File: src/rtl/pi_servo_pkg.sv
package pi_servo_pkg;
  // strobes from control to datapath
  typedef struct packed {
    logic capture;   // load stage-1 operands
    logic compute;   // stage-2 result is live this cycle
    logic freeze;    // integrator must keep its value
  } servo_strobe_t;
endpackage

File: src/rtl/pi_servo_ctrl.sv
module pi_servo_ctrl
  import pi_servo_pkg::*;
(
  input  logic          clk,
  input  logic          rstN,
  input  logic          adcValid,
  input  logic          holdIn,
  input  logic          railClr,
  input  logic          satNow,
  output servo_strobe_t strobe,
  output logic          ampValid,
  output logic          railed
);
  logic validQ;
  logic holdQ;

  always_ff @(posedge clk or negedge rstN) begin
    if (!rstN) begin
      validQ   <= 1'b0;
      holdQ    <= 1'b0;
      ampValid <= 1'b0;
      railed   <= 1'b0;
    end else begin
      validQ   <= adcValid;
      holdQ    <= adcValid & holdIn;
      ampValid <= validQ;
      // a fresh saturation wins over a clear on the same edge
      railed   <= (validQ & satNow) | (railed & ~railClr);
    end
  end

  always_comb begin
    strobe.capture = adcValid;
    strobe.compute = validQ;
    strobe.freeze  = holdQ;
  end
endmodule

File: src/rtl/pi_servo_datapath.sv
module pi_servo_datapath
  import pi_servo_pkg::*;
#(
  parameter int ADC_W  = 16,
  parameter int GAIN_W = 16,
  parameter int FRAC   = 8,
  parameter int ACC_W  = 40,
  parameter int OUT_W  = 14,
  parameter int NPROF  = 4
) (
  input  logic                     clk,
  input  logic                     rstN,
  input  servo_strobe_t            strobe,
  input  logic signed [ADC_W-1:0]  adcSample,
  input  logic signed [ADC_W-1:0]  setpoint,
  input  logic signed [GAIN_W-1:0] kp,
  input  logic signed [GAIN_W-1:0] ki,
  input  logic [$clog2(NPROF)-1:0] profSel,
  output logic [OUT_W-1:0]         ampWord,
  output logic                     satNow
);
  localparam int PROF_W = $clog2(NPROF);
  localparam int ERR_W  = ADC_W + 1;
  localparam int PROD_W = ERR_W + GAIN_W;
  localparam int SUM_W  = ACC_W + 1;
  localparam logic signed [SUM_W-1:0] OUT_MAX = SUM_W'((1 << OUT_W) - 1);

  logic signed [ERR_W-1:0]  errQ;
  logic signed [GAIN_W-1:0] kpQ, kiQ;
  logic [PROF_W-1:0]        profQ;

  logic signed [ACC_W-1:0]  accMem [NPROF];
  logic signed [PROD_W-1:0] pTerm, iInc;
  logic signed [ACC_W-1:0]  accSel, accCand;
  logic signed [SUM_W-1:0]  sumW, rawW;
  logic satHi, satLo, incPos, incNeg, allowCommit;

  // stage 1: error and operand capture
  always_ff @(posedge clk or negedge rstN) begin
    if (!rstN) begin
      errQ  <= '0;
      kpQ   <= '0;
      kiQ   <= '0;
      profQ <= '0;
    end else if (strobe.capture) begin
      errQ  <= ERR_W'(adcSample) - ERR_W'(setpoint);
      kpQ   <= kp;
      kiQ   <= ki;
      profQ <= profSel;
    end
  end

  // stage 2: products, accumulate, shift, clamp
  always_comb begin
    pTerm   = PROD_W'(errQ) * PROD_W'(kpQ);
    iInc    = PROD_W'(errQ) * PROD_W'(kiQ);
    accSel  = accMem[profQ];
    accCand = accSel + ACC_W'(iInc);
    sumW    = SUM_W'(pTerm) + (strobe.freeze ? SUM_W'(accSel) : SUM_W'(accCand));
    rawW    = sumW >>> FRAC;
    satLo   = rawW[SUM_W-1];
    satHi   = !satLo && (rawW > OUT_MAX);
    satNow  = satHi | satLo;
    incNeg  = iInc[PROD_W-1];
    incPos  = !incNeg && (|iInc);
    allowCommit = strobe.compute && !strobe.freeze &&
                  !(satHi && incPos) && !(satLo && incNeg);
  end

  for (genvar g = 0; g < NPROF; g++) begin : g_prof
    always_ff @(posedge clk or negedge rstN) begin
      if (!rstN)
        accMem[g] <= '0;
      else if (allowCommit && (profQ == PROF_W'(g)))
        accMem[g] <= accCand;
    end
  end

  always_ff @(posedge clk or negedge rstN) begin
    if (!rstN)
      ampWord <= '0;
    else if (strobe.compute)
      ampWord <= satHi ? '1 : (satLo ? '0 : rawW[OUT_W-1:0]);
  end
endmodule

File: src/rtl/pi_amp_servo.sv
module pi_amp_servo
  import pi_servo_pkg::*;
#(
  parameter int ADC_W  = 16,
  parameter int GAIN_W = 16,
  parameter int FRAC   = 8,
  parameter int ACC_W  = 40,
  parameter int OUT_W  = 14,
  parameter int NPROF  = 4
) (
  input  logic                     clk,
  input  logic                     rstN,
  input  logic                     adcValid,
  input  logic signed [ADC_W-1:0]  adcSample,
  input  logic signed [ADC_W-1:0]  setpoint,
  input  logic signed [GAIN_W-1:0] kp,
  input  logic signed [GAIN_W-1:0] ki,
  input  logic [$clog2(NPROF)-1:0] profSel,
  input  logic                     holdIn,
  input  logic                     railClr,
  output logic                     ampValid,
  output logic [OUT_W-1:0]         ampWord,
  output logic                     railed
);
  servo_strobe_t strobe;
  logic          satNow;

  pi_servo_ctrl i_ctrl (
    .clk(clk), .rstN(rstN), .adcValid(adcValid), .holdIn(holdIn),
    .railClr(railClr), .satNow(satNow), .strobe(strobe),
    .ampValid(ampValid), .railed(railed)
  );

  pi_servo_datapath #(
    .ADC_W(ADC_W), .GAIN_W(GAIN_W), .FRAC(FRAC),
    .ACC_W(ACC_W), .OUT_W(OUT_W), .NPROF(NPROF)
  ) i_dp (
    .clk(clk), .rstN(rstN), .strobe(strobe), .adcSample(adcSample),
    .setpoint(setpoint), .kp(kp), .ki(ki), .profSel(profSel),
    .ampWord(ampWord), .satNow(satNow)
  );
endmodule

File: config.mk
export PLATFORM = sky130hd
export DESIGN_NAME = pi_amp_servo
export DESIGN_NICKNAME = d
export VERILOG_FILES = /design/src/rtl/pi_servo_pkg.sv /design/src/rtl/pi_servo_ctrl.sv /design/src/rtl/pi_servo_datapath.sv /design/src/rtl/pi_amp_servo.sv
export SDC_FILE = /design/constraint.sdc
export NUM_CORES = 2
export LEC_CHECK = 0
export BUFFER_PORTS_ARGS = -buffer_cell sky130_fd_sc_hd__buf_2
export CAP_MARGIN = 20
export CORE_ASPECT_RATIO = 0.6
export CORE_MARGIN = 10
export CORE_UTILIZATION = 42
export CTS_BUF_LIST = sky130_fd_sc_hd__clkbuf_16
export DETAILED_ROUTE_END_ITERATION = 16
export PLACE_DENSITY_LB_ADDON = 0.2
export SLEW_MARGIN = 20
export SYNTH_ARGS = -nofsm -noshare
export SYNTH_HDL_FRONTEND = slang
export SYNTH_SLANG_ARGS = --single-unit
export TNS_END_PERCENT = 50
File: constraint.sdc
create_clock -name clk -period 17 [get_ports clk]
set_clock_uncertainty 0.05 [all_clocks]
set_input_delay 2.55 -clock clk [delete_from_list [all_inputs] [get_ports clk]]
set_output_delay 2.55 -clock clk [all_outputs]
set_load 0.01 [all_outputs]
# Yosys cells after proc, flatten, opt, wreduce, memory -nomap -nowiden

Index checks and enable logic that the tools add are counted.

Word-level logic and storage cells: 54
Register bits: 229
Bits of input ports: 71
Output and inout bits: 16

Equality and inequality tests: 3
$mul: 2
Reductions and logical operators: 18
Bitwise logic cells: 7
Add/subtract/negate cells: 3
Mux-type cells: 6
Magnitude comparators: 2

Operators with widths:

| cell                                                                    | count |
|---|---|
| 40-bit binary-select mux with 2-bit select                              | 1 |
| 40-bit 2-to-1 mux                                                       | 2 |
| 17-bit by 16-bit multiplier with 33-bit output                          | 2 |
| 33-bit by 41-bit adder with 41-bit output                               | 1 |
| 41-bit 2-to-1 mux                                                       | 1 |
| 40-bit by 33-bit adder with 40-bit output                               | 1 |
| 33-bit by 15-bit > comparator with 1-bit output (second input constant) | 1 |
| 33-bit OR reduction                                                     | 1 |
| 14-bit 2-to-1 mux                                                       | 2 |
| 16-bit by 16-bit subtractor with 17-bit output                          | 1 |
| 1-bit logical AND                                                       | 11 |
| 1-bit zero test                                                         | 5 |
| 2-bit == test (second input constant)                                   | 2 |
| 1-bit AND                                                               | 3 |
| 3-bit greater-or-equal comparator (second input constant)               | 1 |
| 2-bit NOT with 3-bit output                                             | 1 |
| 2-bit by 1-bit == test with 1-bit output (second input constant)        | 1 |
| 2-bit zero test                                                         | 1 |
| 1-bit bitwise OR                                                        | 2 |
| 1-bit NOT                                                               | 1 |

# Logic depth before layout (Yosys ltp)

Depth after elaboration: 14
Mapped depth: 58
Depth with buffers taken out: 53

# By module

From an unflattened synthesis, not the netlist that was laid out.

Cells, all modules: 3606
Area total of the unflattened synthesis: 36653.9 sq um

Modules (own cells, without submodules):

| module            | seq. area each (sq um) | times used | area an instance (sq um) | cells an instance |
|---|---|---|---|---|
| pi_servo_datapath | 5630.4                 | 1          | 36508.8                  | 3595 |
| pi_servo_ctrl     | 100.1                  | 1          | 145.1                    | 11 |

# Least setup slack after synthesis

OpenSTA, ideal clock, no wires.

Path kind: register -> register
Start: register i_dp.kiQ[1]
End: register i_dp.accMem[30] (netlist bit)
Setup time: 0.125 ns
Required time: 16.825 ns
Stages on the path, launching flop included: 46
Setup slack: 2.871 ns
Data arrival time: 13.954 ns
Period minus slack after synthesis: 14.129 ns
Buffers on the path: 3
Cells stage by stage: dfrtp_1 -> clkbuf_1 -> nand2_1 -> inv_1 -> fa_1 -> fa_1 -> fa_1 -> fa_1 -> fa_1 -> fa_1 -> ha_1 -> a21oi_1 -> o22a_1 -> a21oi_1 -> or2_2 -> o311a_1 -> o211a_1 -> a2111oi_1 -> (+10 left out) -> fa_1 -> inv_1 -> fa_1 -> inv_1 -> ha_1 -> inv_1 -> nor3_1 -> a221o_1 -> a311oi_1 -> o311ai_0 -> a2111o_1 -> nor3_1 -> nand4_1 -> or4_1 -> buf_2 -> a21oi_4 -> buf_6 -> mux2_2

Longest elaborated chain between the ends: 11
Elaborated cells between the ends (all ways): 17
Those cells by class: add/sub (2); mul (1); order compare (1); mux (1); reduce/logical (12)

RTL lines:

| element                                                                                   | line                    | source |
|---|---|---|
| start: declaration                                                                        | pi_servo_datapath.sv:29 | `logic signed [GAIN_W-1:0] kpQ, kiQ;` |
| start signal: assignment                                                                  | pi_servo_datapath.sv:48 | `kiQ <= ki;` |
| 17-bit by 16-bit multiplier with 33-bit output (*)                                        | pi_servo_datapath.sv:56 | `iInc = PROD_W'(errQ) * PROD_W'(kiQ);` |
| 40-bit by 33-bit adder with 40-bit output                                                 | pi_servo_datapath.sv:58 | `accCand = accSel + ACC_W'(iInc);` |
| 41-bit 2-to-1 mux                                                                         | pi_servo_datapath.sv:59 | `sumW = SUM_W'(pTerm) + (strobe.freeze ? SUM_W'(accSel) : SUM_W'(accCand));` |
| 33-bit by 41-bit adder with 41-bit output                                                 | pi_servo_datapath.sv:59 |  |
| 33-bit by 15-bit > comparator with 1-bit output / 1-bit zero test (equally long branches) | pi_servo_datapath.sv:62 | `satHi = !satLo && (rawW > OUT_MAX);` |
| 1-bit logical AND                                                                         | pi_servo_datapath.sv:62 |  |
| 1-bit logical AND                                                                         | pi_servo_datapath.sv:67 | `!(satHi && incPos) && !(satLo && incNeg);` |
| 1-bit zero test                                                                           | pi_servo_datapath.sv:67 |  |
| 1-bit logical AND                                                                         | pi_servo_datapath.sv:66 | `allowCommit = strobe.compute && !strobe.freeze &&` |
| 1-bit logical AND                                                                         | pi_servo_datapath.sv:67 |  |
| 1-bit logical AND                                                                         | pi_servo_datapath.sv:74 | `else if (allowCommit && (profQ == PROF_W'(g)))` |
| end signal: indexed assignment                                                            | pi_servo_datapath.sv:75 | `accMem[g] <= accCand;` |
| end: declaration                                                                          | pi_servo_datapath.sv:32 | `logic signed [ACC_W-1:0] accMem [NPROF];` |

Mark *: on every way between the ends. The rest lies on a longest branch, timed or not.
A chain may end at the register's enable or synchronous reset.

# Worst setup path after layout

Start: register i_dp.kiQ[1]
End: register i_dp.accMem[114] (netlist bit)

The elaborated chain is that of the path after synthesis.

==> qor.yml <==
tightestPinTransition_ns: 0.9336
io_pins: 87
die_area_um2: 99120
cap_viol_max_count: 0
grt_usage_pct: 20.27
rsz0062_at_grt: "no"
finalHoldViolCount: 0
outcome: "finished, final reports clean"
synth_area_um2: 36360
grt_pass1_wl_mm: 157.2
grt_max_degree: 71
htreeDepth: 1
totalWireLength_mm: 99.02
drtAntennaViolNets: 0
synth-seq-cells: 229
period_share_pct: 94.26
critPathBufInv: 7
postCtsSetupBuffers: 0
timing.slew.headroom_pct: 37.32
synth_top_area_share_pct: 34.25
initial_core_util_pct: 42.44
crit_path_end_kind: "flip-flop"
vias: 25350
startpoint_type: "flip-flop"
drive_above_1_share_pct: 10.09
clock_tree.root_cell: "clkbuf_16"
worstSetupPathType: "flip-flop to flip-flop"
synth_cell_types: 77
yosys-top-cells-count: "724 x inv_1, 622 x fa_1, 351 x nand2_1"
num_rows: 83
critPathMaxStageDelay_ns: 0.93
dr.pass1.iters: 5
min_path_type: "flip-flop to flip-flop"
cp_common_cell: "fa_1"
area_growth_pct: 6.563
synthFlopType: "dfrtp_1"
fp.dieH_um: 247.9
clkTransAtPathRegs_ns: 0.07
netlist_instances: 3657
cp_slowest_cell: "fa_1"
portBuffers: 86
setup_tns_ns: 0
setup_viol: 0
antenna_found_initial: 1
cp_max_fo: 40
crit_family: "adder cells"
ctsHoldBuffers: 0
max_freq_mhz: 62.41
wire_per_inst_um: 20.52
cts_tree: "built"
avgViaCountPerCell: 5.254
dp_hpwl_mm: 80.25
synth_area_leaders: "fa_1 34%, dfrtp_1 16%, ha_1 8.7%"
globalRouteOverflowTotal: 0
synthArstFlopShare_pct: 100.0
clockBufferDepth: 3
drt_iter0_drc: 1895
fp.coreArea_um2: 85680
arrival_ns: 16.43
cts.sinks: 229
min_period_ns: 16.02
synth-edff-count: 0
drc_errors: 0
cts_buffers: 26
yosys_warnings: 0
cp.required_ns: 17.40
grt_pass1_vias: 25920
fin_nets: 4603
finalWeightedCongestion: 0.9482
clock_latency_ns: 0.62
syn_avg_cell_area_um2: 9.942
maxSlewViolCount: 0
yosysTopAreaCell: "fa_1"
die_x_um: 399.8
synth_most_common_cell: "inv_1"
synth_nets: 4603
yosysSeqAreaShare_pct: 15.76
[kinds of logic (layout without fill, tap and decap cells)]
| group | Yosys count | count (layout) | synth area share, % |
|---|---|---|---|
| AND/OR/NAND/NOR | 888 | 888 | 12.10 |
| buffers and inverters | 887 | 906 | 9.494 |
| adder cells (fa/ha/maj) | 875 | 875 | 42.95 |
| AO/OA/AOI/OAI | 406 | 406 | 7.629 |
| multiplexers | 277 | 277 | 9.770 |
| flip-flops | 229 | 229 | 15.76 |
| XOR/XNOR | 95 | 95 | 2.288 |
| other | 0 | 2 | 0 |
[worst paths after layout]
check	start	to	slack, ns	depth (start not counted)
setup / recovery	i_dp.kiQ[1]	i_dp.accMem[114]	0.98	45
setup reg to reg	i_dp.kiQ[1]	i_dp.accMem[114]	0.98	45
min in group asynchronous	rstN	i_dp.accMem[5]	1.87	1
hold reg to reg	i_dp.accMem[79]	i_dp.accMem[79]	0.43	1
max in group asynchronous	rstN	i_dp.kpQ[4]	13.11	3
hold / removal	i_dp.accMem[79]	i_dp.accMem[79]	0.43	1
[sequential cells by signal (all words and copies together) (netlist names)]
signal	cells
i_ctrl.ampValid	1
i_ctrl.holdQ	1
i_ctrl.railed	1
i_ctrl.validQ	1
i_dp.accMem	160
i_dp.ampWord	14
i_dp.errQ	17
i_dp.kiQ	16
i_dp.kpQ	16
i_dp.profQ	2
[worst register-to-register path, delay by kind of cell, from the launching register on]
kind | cells | cell delay [ns]
multiplexers | 1 | 0.41
AND/OR/NAND/NOR | 8 | 2.11
flip-flops | 1 | 0.78
AO/OA/AOI/OAI | 14 | 3.83
XOR/XNOR | 1 | 0.36
adder cells (fa/ha/maj) | 14 | 7.03
buffers and inverters | 7 | 1.31
[metal layers]
metal,wire [um],global-route usage (%),vias to the layer above
met4,933,1.980,0
met3,8467,5.136,52
met5,0,0,-
met1,51760,33.60,12980
li1,-,-,11590
met2,37850,26.41,729
[through the flow]
| step | util (%) | hold WS, ns | cells | worst slack [ns] | instance area (um^2) |
|---|---|---|---|---|---|
| global route | 45.22 | 0.4430 | 4823 | 0.1246 | 38740 |
| detailed placement | 44.25 | 0.4205 | 4776 | 0.9952 | 37910 |
| finish | 45.22 | 0.4284 | 4825 | 0.9761 | 38740 |
| global placement | 44.25 | 0.4123 | 4776 | 1.006 | 37910 |
| CTS | 45.20 | 0.4323 | 4823 | 0.8636 | 38730 |
| floorplan | - | 0.3415 | 3657 | 2.871 | 36360 |
[area by class of cell]
type                            instances  area (um^2)
Antenna cell                            2        5.005
Multi-Input combinational cell       2541        27190
Sequential cell                       229         5734
Inverter                              725         2721
Fill cell                            8223        46930
Clock inverter                         21        166.4
Tap cell                             1147         1435
Clock buffer                           26        650.6
Timing Repair Buffer                  134        844.6
[layout by cell type (no fill, tap or decap), types with 11 or more instances in the layout]
cell type	count
dfrtp_1	226
o21bai_1	14
o31ai_1	11
and3_1	13
nor3_1	35
o21a_1	21
a31oi_1	12
and2_1	230
nand2_1	351
a21o_1	43
buf_2	84
mux2i_1	14
o211ai_1	25
or2_2	11
buf_4	45
a211oi_1	20
xor2_1	23
mux2_2	126
nor2_1	100
or3_1	14
fa_1	622
nor2b_1	18
xnor2_1	72
nand4_1	15
mux4_2	40
clkbuf_16	26
mux2_1	97
o21ai_0	75
a21oi_1	94
ha_1	253
nand3_1	27
inv_1	728
nand2b_1	37
[what timing repair did]
| item | in CTS | in global routing |
|---|---|---|
| endpoints found under the setup margin | 0 | 156 |
| resized for setup | 0 | 3 |
| endpoints found under the hold margin | 0 | 0 |
Power is not shown: default switching activity piles up to over one toggle a cycle in this logic, so the estimate is an artifact.
